### config.mk
export PLATFORM = sky130hd
export DESIGN_NAME = twin_gated_counter
export DESIGN_NICKNAME = d
export VERILOG_FILES = /design/src/rtl/ctr_pkg.sv /design/src/rtl/bit_sync.sv /design/src/rtl/edge_qual.sv /design/src/rtl/count_core.sv /design/src/rtl/twin_gated_counter.sv
export SDC_FILE = /design/constraint.sdc
export NUM_CORES = 1
export LEC_CHECK = 0
export CAP_MARGIN = 20
export CORE_ASPECT_RATIO = 0.8
export CORE_UTILIZATION = 45
export CTS_BUF_LIST = sky130_fd_sc_hd__clkbuf_8 sky130_fd_sc_hd__clkbuf_16
export CTS_CLUSTER_DIAMETER = 100
export DETAILED_ROUTE_END_ITERATION = 10
export PLACE_DENSITY_LB_ADDON = 0.2
export SETUP_SLACK_MARGIN = 0.02
export SLEW_MARGIN = 30
export SYNTH_ARGS = -nofsm -noshare
export SYNTH_HDL_FRONTEND = slang
export SYNTH_SLANG_ARGS = --single-unit
### constraint.sdc
create_clock -name clk_i -period 2.9 [get_ports clk_i]
set_input_delay 0.29 -clock clk_i [delete_from_list [all_inputs] [get_ports clk_i]]
set_output_delay 0.29 -clock clk_i [all_outputs]
set_load 0.01 [all_outputs]
### src/rtl/ctr_pkg.sv
package ctr_pkg;
  localparam int unsigned CTR_W  = 4;
  localparam int unsigned SYNC_N = 2;
endpackage

### src/rtl/bit_sync.sv
module bit_sync #(
  parameter int unsigned STAGES = ctr_pkg::SYNC_N
) (
  input  logic clk_i,
  input  logic rst_ni,
  input  logic d_i,
  output logic q_o
);
  logic [STAGES-1:0] sync_q;

  always_ff @(posedge clk_i or negedge rst_ni) begin
    if (!rst_ni) sync_q <= '0;
    else         sync_q <= {sync_q[STAGES-2:0], d_i};
  end

  assign q_o = sync_q[STAGES-1];
endmodule

### src/rtl/edge_qual.sv
module edge_qual (
  input  logic clk_i,
  input  logic rst_ni,
  input  logic a_i,     // synchronized rising-edge input
  input  logic b_i,     // synchronized falling-edge input
  output logic step_o
);
  logic a_prev_q, b_prev_q;

  always_ff @(posedge clk_i or negedge rst_ni) begin
    if (!rst_ni) begin
      a_prev_q <= 1'b0;
      b_prev_q <= 1'b0;
    end else begin
      a_prev_q <= a_i;
      b_prev_q <= b_i;
    end
  end

  // The enable level is taken from the sample before the edge.
  logic a_hit, b_hit;
  assign a_hit  = a_i & ~a_prev_q & b_prev_q;
  assign b_hit  = ~b_i & b_prev_q & ~a_prev_q;
  assign step_o = a_hit | b_hit;


  blocked_chk: assert property (@(posedge clk_i) disable iff (!rst_ni)
    (!$past(b_i) && $past(a_i)) |-> !step_o);


  step_needs_change_chk: assert property (@(posedge clk_i) disable iff (!rst_ni)
    step_o |-> ((a_i != $past(a_i)) || (b_i != $past(b_i))));
endmodule

### src/rtl/count_core.sv
module count_core #(
  parameter int unsigned CNT_W  = ctr_pkg::CTR_W,
  parameter int unsigned SYNC_N = ctr_pkg::SYNC_N
) (
  input  logic             clk_i,
  input  logic             rst_ni,
  input  logic             clr_i,
  input  logic             step_i,
  output logic [CNT_W-1:0] cnt_o,
  output logic             tc_o
);
  localparam int unsigned HOLD_N = SYNC_N + 1;

  logic              arst_n;
  logic [HOLD_N-1:0] hold_q;
  logic              hold;
  logic [CNT_W-1:0]  cnt_q;

  assign arst_n = rst_ni & ~clr_i;

  // Hold window covers synchronizer refill after any reset.
  always_ff @(posedge clk_i or negedge arst_n) begin
    if (!arst_n) hold_q <= '1;
    else         hold_q <= {hold_q[HOLD_N-2:0], 1'b0};
  end
  assign hold = hold_q[HOLD_N-1];

  always_ff @(posedge clk_i or negedge arst_n) begin
    if (!arst_n)             cnt_q <= '0;
    else if (!hold && step_i) cnt_q <= cnt_q + 1'b1;
  end

  assign cnt_o = cnt_q;
  assign tc_o  = &cnt_q;


  single_step_chk: assert property (@(posedge clk_i) disable iff (!arst_n)
    (!hold && !$past(hold) && cnt_q != $past(cnt_q)) |-> cnt_q == $past(cnt_q) + 1'b1);


  wrap_chk: assert property (@(posedge clk_i) disable iff (!arst_n)
    (!hold && !$past(hold) && $past(tc_o) && $past(step_i)) |-> cnt_q == '0);


  tc_rise_chk: assert property (@(posedge clk_i) disable iff (!arst_n)
    $rose(tc_o) |-> $past(cnt_q) == {{(CNT_W-1){1'b1}}, 1'b0});


  clr_zero_chk: assert property (@(posedge clk_i) disable iff (!rst_ni)
    clr_i |-> cnt_q == '0);
endmodule

### src/rtl/twin_gated_counter.sv
module twin_gated_counter #(
  parameter int unsigned NUM_CTR = 2,
  parameter int unsigned CNT_W   = ctr_pkg::CTR_W,
  parameter int unsigned SYNC_N  = ctr_pkg::SYNC_N
) (
  input  logic                            clk_i,
  input  logic                            rst_ni,
  input  logic [NUM_CTR-1:0]              rise_i,
  input  logic [NUM_CTR-1:0]              fall_i,
  input  logic [NUM_CTR-1:0]              clr_i,
  output logic [NUM_CTR-1:0][CNT_W-1:0]   cnt_o,
  output logic [NUM_CTR-1:0]              tc_o
);
  for (genvar g = 0; g < NUM_CTR; g++) begin : g_ctr
    logic a_s, b_s, step;

    bit_sync #(.STAGES(SYNC_N)) u_sync_a (
      .clk_i(clk_i), .rst_ni(rst_ni), .d_i(rise_i[g]), .q_o(a_s));
    bit_sync #(.STAGES(SYNC_N)) u_sync_b (
      .clk_i(clk_i), .rst_ni(rst_ni), .d_i(fall_i[g]), .q_o(b_s));

    edge_qual u_qual (
      .clk_i(clk_i), .rst_ni(rst_ni), .a_i(a_s), .b_i(b_s), .step_o(step));

    count_core #(.CNT_W(CNT_W), .SYNC_N(SYNC_N)) u_core (
      .clk_i(clk_i), .rst_ni(rst_ni), .clr_i(clr_i[g]), .step_i(step),
      .cnt_o(cnt_o[g]), .tc_o(tc_o[g]));
  end
endmodule

## Word level (Yosys, flattened, before mapping)

Cells that the tools add are included.

- Flip-flop bits (word level): 26
- Input port bits: 8
- Output and inout bits: 10

- Add/subtract/negate cells: 2
- Bitwise operators: 18
- Reductions and logical operators: 6

Operators by type and width:

| operator | count |
|---|---|
| $and A1 B1 Y1 | 10 |
| $add A4 B1 Y4 const B | 2 |
| $reduce_and A4 Y1 | 2 |
| $not A1 Y1 | 6 |
| $logic_and A1 B1 Y1 | 2 |
| $logic_not A1 Y1 | 2 |
| $or A1 B1 Y1 | 2 |

## Depth between registers and ports, before layout

Gate-level depths: netlist of the first run.

- Depth in word-level cells: 5
- Mapped depth: 3
- Mapped depth without buffers: 3

## By module

From an unflattened synthesis of the first run, not the netlist that was laid out.

- Cells, all modules: 52
- Area total of the unflattened synthesis: 890.9 sq um

By module, submodules not included:

| module | instances | cells each | area an instance (sq um) | sequential area each (sq um) |
|---|---|---|---|---|
| count_core | 2 | 18 | 269.0 | 178.9 |
| bit_sync | 4 | 2 | 50.0 | 50.0 |
| edge_qual | 2 | 4 | 76.3 | 50.0 |

## Worst setup path before layout of the first run

No wires, ideal clock.

- Path kind: register to output
- Start point: register g_ctr[0].u_core.cnt_q[0]
- End point: output port tc_o[0]
- Arrival time: 939 ps
- Path slack: 1,671 ps
- Stages on the path, launching flop included: 4
- Cell sequence: dfrtp_1 > ha_1 > and3_1 > buf_4

- Cells in the longest elaborated chain, start to end: 1

RTL lines:

| what | RTL line | RTL |
|---|---|---|
| from (decl) | count_core.sv:17 | `logic [CNT_W-1:0] cnt_q;` |
| from (signal assigned) | count_core.sv:30 | `else if (!hold && step_i) cnt_q <= cnt_q + 1'b1;` |
| $reduce_and A4 Y1 | count_core.sv:34 | `assign tc_o = &cnt_q;` |
| to (decl) | twin_gated_counter.sv:12 | `output logic [NUM_CTR-1:0] tc_o` |

No other way between the ends.

## Worst setup path in the final report of the first run

- Start point: register g_ctr[1].u_core.cnt_q[0]
- End point: output port tc_o[1]

- Cells in the longest elaborated chain, start to end: 1

RTL lines:

| what | RTL line |
|---|---|
| from (decl) | count_core.sv:17 |
| from (signal assigned) | count_core.sv:30 |
| $reduce_and A4 Y1 | count_core.sv:34 |

No other way between the ends.

==> out/metrics.csv, run 1 <==
stage,metric,value,unit
route,viasPerCell,4.52,
cells_and_area,area_growth,28.8,%
logic_synthesis,ys_seq_elements,26,
timing,tns,0,ns
power,power_density,880,nW/um^2
grt,grt_max_degree,16,
route,ant_nets,0,
status,status,"finished, final reports clean",
clocking,cts.sinks,26,
route,firstDrtPassIters,2,
timing,period_minus_slack,1.84,ns
die,die_h,42.1,um
die,die-area,2190,sq um
worst_setup_path,criticalPathCategory,flip-flop to output port,
placement,gp_congestion,0.709,
die,core_area,1890,sq um
logic_synthesis,syn_inst,55,
timing,min_period_over_period,0.635,
clocking,hold_buffers,0,
clocking,clk_path_buf_depth,2,
clocking,cts_tree,yes,
timing,fmax,0.543,GHz
worst_setup_path,crit_path_start_kind,flip-flop,
worst_setup_path,critPathSlowestCell,clkdlybuf4s50_1,
logic_synthesis,yosysWarnings,0,
die,io_pins,18,
worst_setup_path,critPathCaptureType,output port,
cells_and_area,final_common_cell,dfrtp_1,
timing,rsz0062_at_grt,no,
clocking,clk_pin_slew,0.08,ns
die,initial_core_util,0.478,
timing,slew_headroom,0.601,
worst_setup_path,path_cells,ha_1 > and3_1 > clkdlybuf4s50_1,
route,wl_per_cell,11.3,um
worst_setup_path,crit_fanout,4,
clocking,clock_latency,0.26,ns
worst_setup_path,slowest_delay,0.47,ns
grt,grt_overflow,0,
worst_setup_path,cp_data_arrival_time,1.55,ns
logic_synthesis,netlist_area,905,sq um
timing,hold_violations,0,
placement,portBuffers,17,
worst_hold_path,hp-class,flip-flop to flip-flop,
logic_synthesis,synthDistinctLibCells,13,
worst_setup_path,r2r-start,g_ctr[0].u_qual.a_prev_q,
cells_and_area,final_cell_mix,"dfrtp_1, clkdlybuf4s50_1, xnor2_1, dfstp_2",
route,drcViolationCount,0,
power,ir_drop,0.640,mV
grt,grt_pass1_vias,471,
placement,hpwlAfterDp,829,um
grt,grt_usage,0.133,
power,leakage,0.509,nW
clocking,postCtsSetupBuffers,0,
cells_and_area,antenna_cells,0,
cells_and_area,fin_nets,86,
power,p_total,1.02,mW
timing,report.final.slew_viol_count,0,
worst_setup_path,cp.required,2.61,ns
worst_setup_path,startpoint,g_ctr[1].u_core.cnt_o[0],
clocking,htree_levels,1,
cells_and_area,layout-drive-gt1-share,0.213,
timing,hold_ws,0.356,ns
logic_synthesis,avgSynthCellArea,16.4,sq um
clocking,cts-resized-gates,0,
die,num_rows,14,
die,die_w,52.1,um
worst_setup_path,critPathBufInv,1,
clocking,clock-root-buffer,clkbuf_8,
timing,setup_violations,0,
worst_hold_path,min_from,g_ctr[1].u_sync_b.sync_q[0],
timing,fin_skew,0.00348,ns
clocking,numCtsBuffers,3,
job,maxCapViolations,0,
route,routed_wl,1120,um
grt,antenna_found_initial,0,
grt,grt_pass1_wl,1990,um
route,drt_iter0_markers,1,
timing,tightest_slew,0.598,ns
worst_setup_path,cp_top_family,buffers and inverters,
logic_synthesis,ys_seq_area_frac,0.728,
route,vias,447,
==> final cells by class <==
class / instances / area (sq um)
tap: 24 / 30.0
clock buffer: 3 / 41.3
multi-input combinational: 28 / 235
clock inverter: 1 / 30.0
fill: 162 / 727
timing repair buffer: 17 / 170
sequential: 26 / 658
==> cells by family after synthesis <==
| kind of cell | after synthesis | synth area share |
|---|---|---|
| multiplexers | 2 | 0.0332 |
| buffers and inverters | 2 | 0.0166 |
| AND/OR/NAND/NOR | 16 | 0.133 |
| flip-flops | 26 | 0.728 |
| adder cells (fa/ha/maj) | 2 | 0.0277 |
| other | 1 | 0.00415 |
| XOR/XNOR | 6 | 0.0581 |
==> flip-flops by register name, indices dropped and copies added, names as in the netlist <==
name                   flops
g_ctr.u_core.cnt_o         8
g_ctr.u_core.hold_q        6
g_ctr.u_sync_a.sync_q      4
g_ctr.u_sync_b.sync_q      4
g_ctr.u_qual.a_prev_q      2
g_ctr.u_qual.b_prev_q      2
==> layer usage <==
layer	vias up	wire length, um	GRT usage
li1	216	-	-
met1	209	496	0.174
met2	17	518	0.185
met3	5	82	0.0652
met4	0	19	0.0632
met5	-	0	0
==> stage by stage <==
step           cells  area (sq um)  setup slack [ns]   util
6_report          99          1160              1.06  0.616
5_1_grt           99          1160             0.977  0.616
4_1_cts           99          1160              1.04  0.616
3_5_place_dp      95          1090              1.17  0.578
3_3_place_gp      95          1090              1.25  0.578
2_1_floorplan     56           908              1.67      -
==> final timing paths <==
kind | end | slack (ns) | depth (start not counted)
max in group asynchronous | g_ctr[1].u_core.cnt_o[3] | 1.58 | 2
setup / recovery | tc_o[1] | 1.06 | 3
hold reg to reg | g_ctr[1].u_sync_b.sync_q[1] | 0.36 | 0
hold / removal | g_ctr[1].u_sync_b.sync_q[1] | 0.36 | 0
setup reg to reg | g_ctr[0].u_core.cnt_o[1] | 1.71 | 3
min in group asynchronous | g_ctr[0].u_sync_a.sync_q[0] | 0.37 | 1
==> cells in the mapped netlist <==
cell      number  area share
buf_4          2       0.017
conb_1         1      0.0041
and3_1         4       0.028
nand3_1        4       0.022
nor2b_1        2       0.014
dfrtp_1       20        0.55
dfstp_2        6        0.17
mux2_4         2       0.033
xnor2_1        6       0.058
nor3b_4        2       0.041
nand2_2        2       0.014
nand2b_1       2       0.014
ha_1           2       0.028
==> power breakdown <==
part | internal (mW) | switching, mW
Sequential | 0.430 | 0.0579
Combinational | 0.163 | 0.0867
Clock | 0.184 | 0.103
Total | 0.777 | 0.248
==> worst reg2reg max path, stage by stage (launching register included) <==
cell and delay [ns]:
dfrtp_1 0.41, nor3b_4 0.26, nand2_2 0.11, mux2_4 0.31
Power figures use the tool's default switching activity.
==> inputs of run 2 (changes only) <==
Clock period 2.9 ns to 1.8 ns, I/O delays scaled along.
==> run 2 against run 1 <==
  * Sequential power increased by 60%
  * Global-route usage increased by 1.2 points
  * Utilization increased by 1.1 points
  * Critical path depth unchanged
  * Register-to-register slack got worse by 1.1 ns
  * Sequential share of layout area decreased by 1.0 points
  * Largest cell class unchanged
==> out/metrics.csv, run 2 (synthesis gave the netlist of run 1 again) <==
stage,metric,value,unit
grt,grt_pass1_vias,528,
cells_and_area,final_common_cell,dfrtp_1,
clocking,clock-root-buffer,clkbuf_8,
power,leakage,0.527,nW
worst_setup_path,critPathSlowestCell,clkdlybuf4s50_1,
job,maxCapViolations,0,
die,die_h,42.1,um
cells_and_area,final_cell_mix,"dfrtp_1, clkdlybuf4s50_1, xnor2_1, dfstp_2, buf_4",
cells_and_area,final_core_util,0.627,
worst_setup_path,crit_fanout,4,
worst_setup_path,path_cells,ha_1 > and3_1 > clkdlybuf4s50_1,
cells_and_area,fin_nets,91,
clocking,cts-resized-gates,0,
timing,rsz0062_at_grt,no,
grt,grt_overflow,0,
route,drcViolationCount,0,
status,status,"finished, final reports clean",
power,pwr-share-comb,0.282,
power,switching_share,0.255,
grt,met1_usage,0.172,
grt,antenna_found_initial,0,
clocking,clk_path_buf_depth,2,
timing,tns,0,ns
grt,grt_max_degree,15,
power,p_seq_frac,0.491,
worst_setup_path,r2r_slack,0.64,ns
die,io_pins,18,
timing,fin_skew,0.00426,ns
route,viasPerCell,4.59,
route,firstDrtPassIters,3,
timing,report.final.slew_viol_count,0,
cells_and_area,area_growth,31.1,%
route,drt_iter0_markers,5,
power,power_density,1340,nW/um^2
grt,grt_pass1_wl,2170,um
worst_hold_path,hp-class,input port to async pin,
die,die-area,2190,sq um
placement,gp_congestion,0.699,
timing,hold_violations,0,
cells_and_area,n_fill_cell,153,
cells_and_area,layout-drive-gt1-share,0.263,
grt,busiest_layer,met2,
route,wl_per_cell,11.4,um
route,vias,477,
worst_setup_path,cp_data_arrival_time,1.53,ns
timing,setup_violations,0,
die,initial_core_util,0.478,
clocking,htree_levels,1,
die,core_area,1890,sq um
grt,grt_use_met3,0.0652,
route,routed_wl,1190,um
die,die_w,52.1,um
placement,hpwlAfterDp,869,um
timing,min_period_over_period,0.950,
worst_setup_path,critPathCaptureType,output port,
route,ant_nets,0,
cells_and_area,largest_reg_flops,8,
placement,portBuffers,17,
power,switching_power,0.405,mW
clocking,clk_pin_slew,0.08,ns
clocking,cts_tree,yes,
worst_setup_path,crit_path_start_kind,flip-flop,
die,num_rows,14,
power,pwr-share-clk,0.227,
worst_setup_path,cp.required,1.62,ns
power,ir_drop,0.854,mV
grt,met2_usage,0.218,
clocking,clock_latency,0.26,ns
worst_setup_path,slowest_delay,0.47,ns
power,p_int,1.18,mW
clocking,numCtsBuffers,3,
clocking,cts.sinks,26,
worst_setup_path,criticalPathCategory,flip-flop to output port,
timing,fmax,0.585,GHz
cells_and_area,antenna_cells,0,
timing,period_minus_slack,1.71,ns
grt,grt_usage,0.145,
run 2: cell types whose count changed in the layout (fill, tap and decap cells not counted), sizes merged:
| cell | delta |
|---|---|
| clkbuf | +1 |
| bufinv | -1 |
| buf | +5 |
run 2: worst max-delay path: cells and delay by family (launching register included):
kind                       cells  cell delay [ns]
adders and majority gates      1             0.21
buffers and inverters          1             0.47
DFF                            1             0.41
and+or+nand+nor                1             0.17
run 2: per-stage QoR:
| stage | area [sq um] | worst slack, ns | total power, mW | cells | hold slack (ns) |
|---|---|---|---|---|---|
| after CTS | 1170 | 0.0519 | 1.58 | 102 | 0.244 |
| final | 1190 | 0.0905 | 1.59 | 104 | 0.246 |
| after global routing | 1190 | 0.0224 | 1.69 | 104 | 0.286 |
| after floorplan | 908 | 0.681 | 0.977 | 56 | -0.116 |
| after global placement | 1120 | 0.379 | 1.20 | 98 | 0.334 |
| after detailed placement | 1120 | 0.349 | 1.21 | 98 | 0.335 |
run 2: final cells by class:
class                      count  area (sq um)  area share
sequential                    26           658       0.555
multi-input combinational     28           235       0.198
clock buffer                   4          55.1      0.0464
tap                           24          30.0      0.0253
timing repair buffer          22           208       0.175
run 2: repair_timing:
| action | 4_1_cts | 5_1_grt |
|---|---|---|
| hold endpoints to repair | 0 | 0 |
| buffers inserted | 0 | 2 |
| endpoints found under the setup margin | 0 | 2 |
| hold buffers | 0 | 0 |
run 2: power groups by stage:
stage          Sequential, mW  Combinational [mW]  Clock [mW]
6_report                0.779               0.447       0.359
5_1_grt                 0.793               0.492       0.408
4_1_cts                 0.789               0.409       0.381
3_5_place_dp            0.802               0.406           0
3_3_place_gp            0.792               0.405           0
2_1_floorplan           0.824               0.153           0
run 2: per-layer routing:
metal,wire (um),part of all wire,vias up
met1,544,0.46,230
met4,19,0.016,0
met2,552,0.46,18
met5,0,0,-
li1,-,-,227
met3,73,0.061,2
run 2: path summary, 6_finish.rpt:
path,cells after the start,from,to
worst max-delay path,3,g_ctr[1].u_core.cnt_o[0],tc_o[1]
worst min-delay path,3,clr_i[1],g_ctr[1].u_core.cnt_o[0]
worst max register to register,3,g_ctr[1].u_qual.a_prev_q,g_ctr[1].u_core.cnt_o[1]
worst min register to register,0,g_ctr[0].u_sync_b.sync_q[0],g_ctr[0].u_sync_b.sync_q[1]
max in group asynchronous,3,rst_ni,g_ctr[1].u_core.hold_q[2]
min in group clk_i,1,rise_i[1],g_ctr[1].u_sync_a.sync_q[0]
==> inputs of run 3 (changes only) <==
Settings changed: ABC_CLOCK_PERIOD_IN_PS from default to 1800.
==> results of run 3 <==
Same layout as run 2: the final DEF is identical, and so are final timing and power.
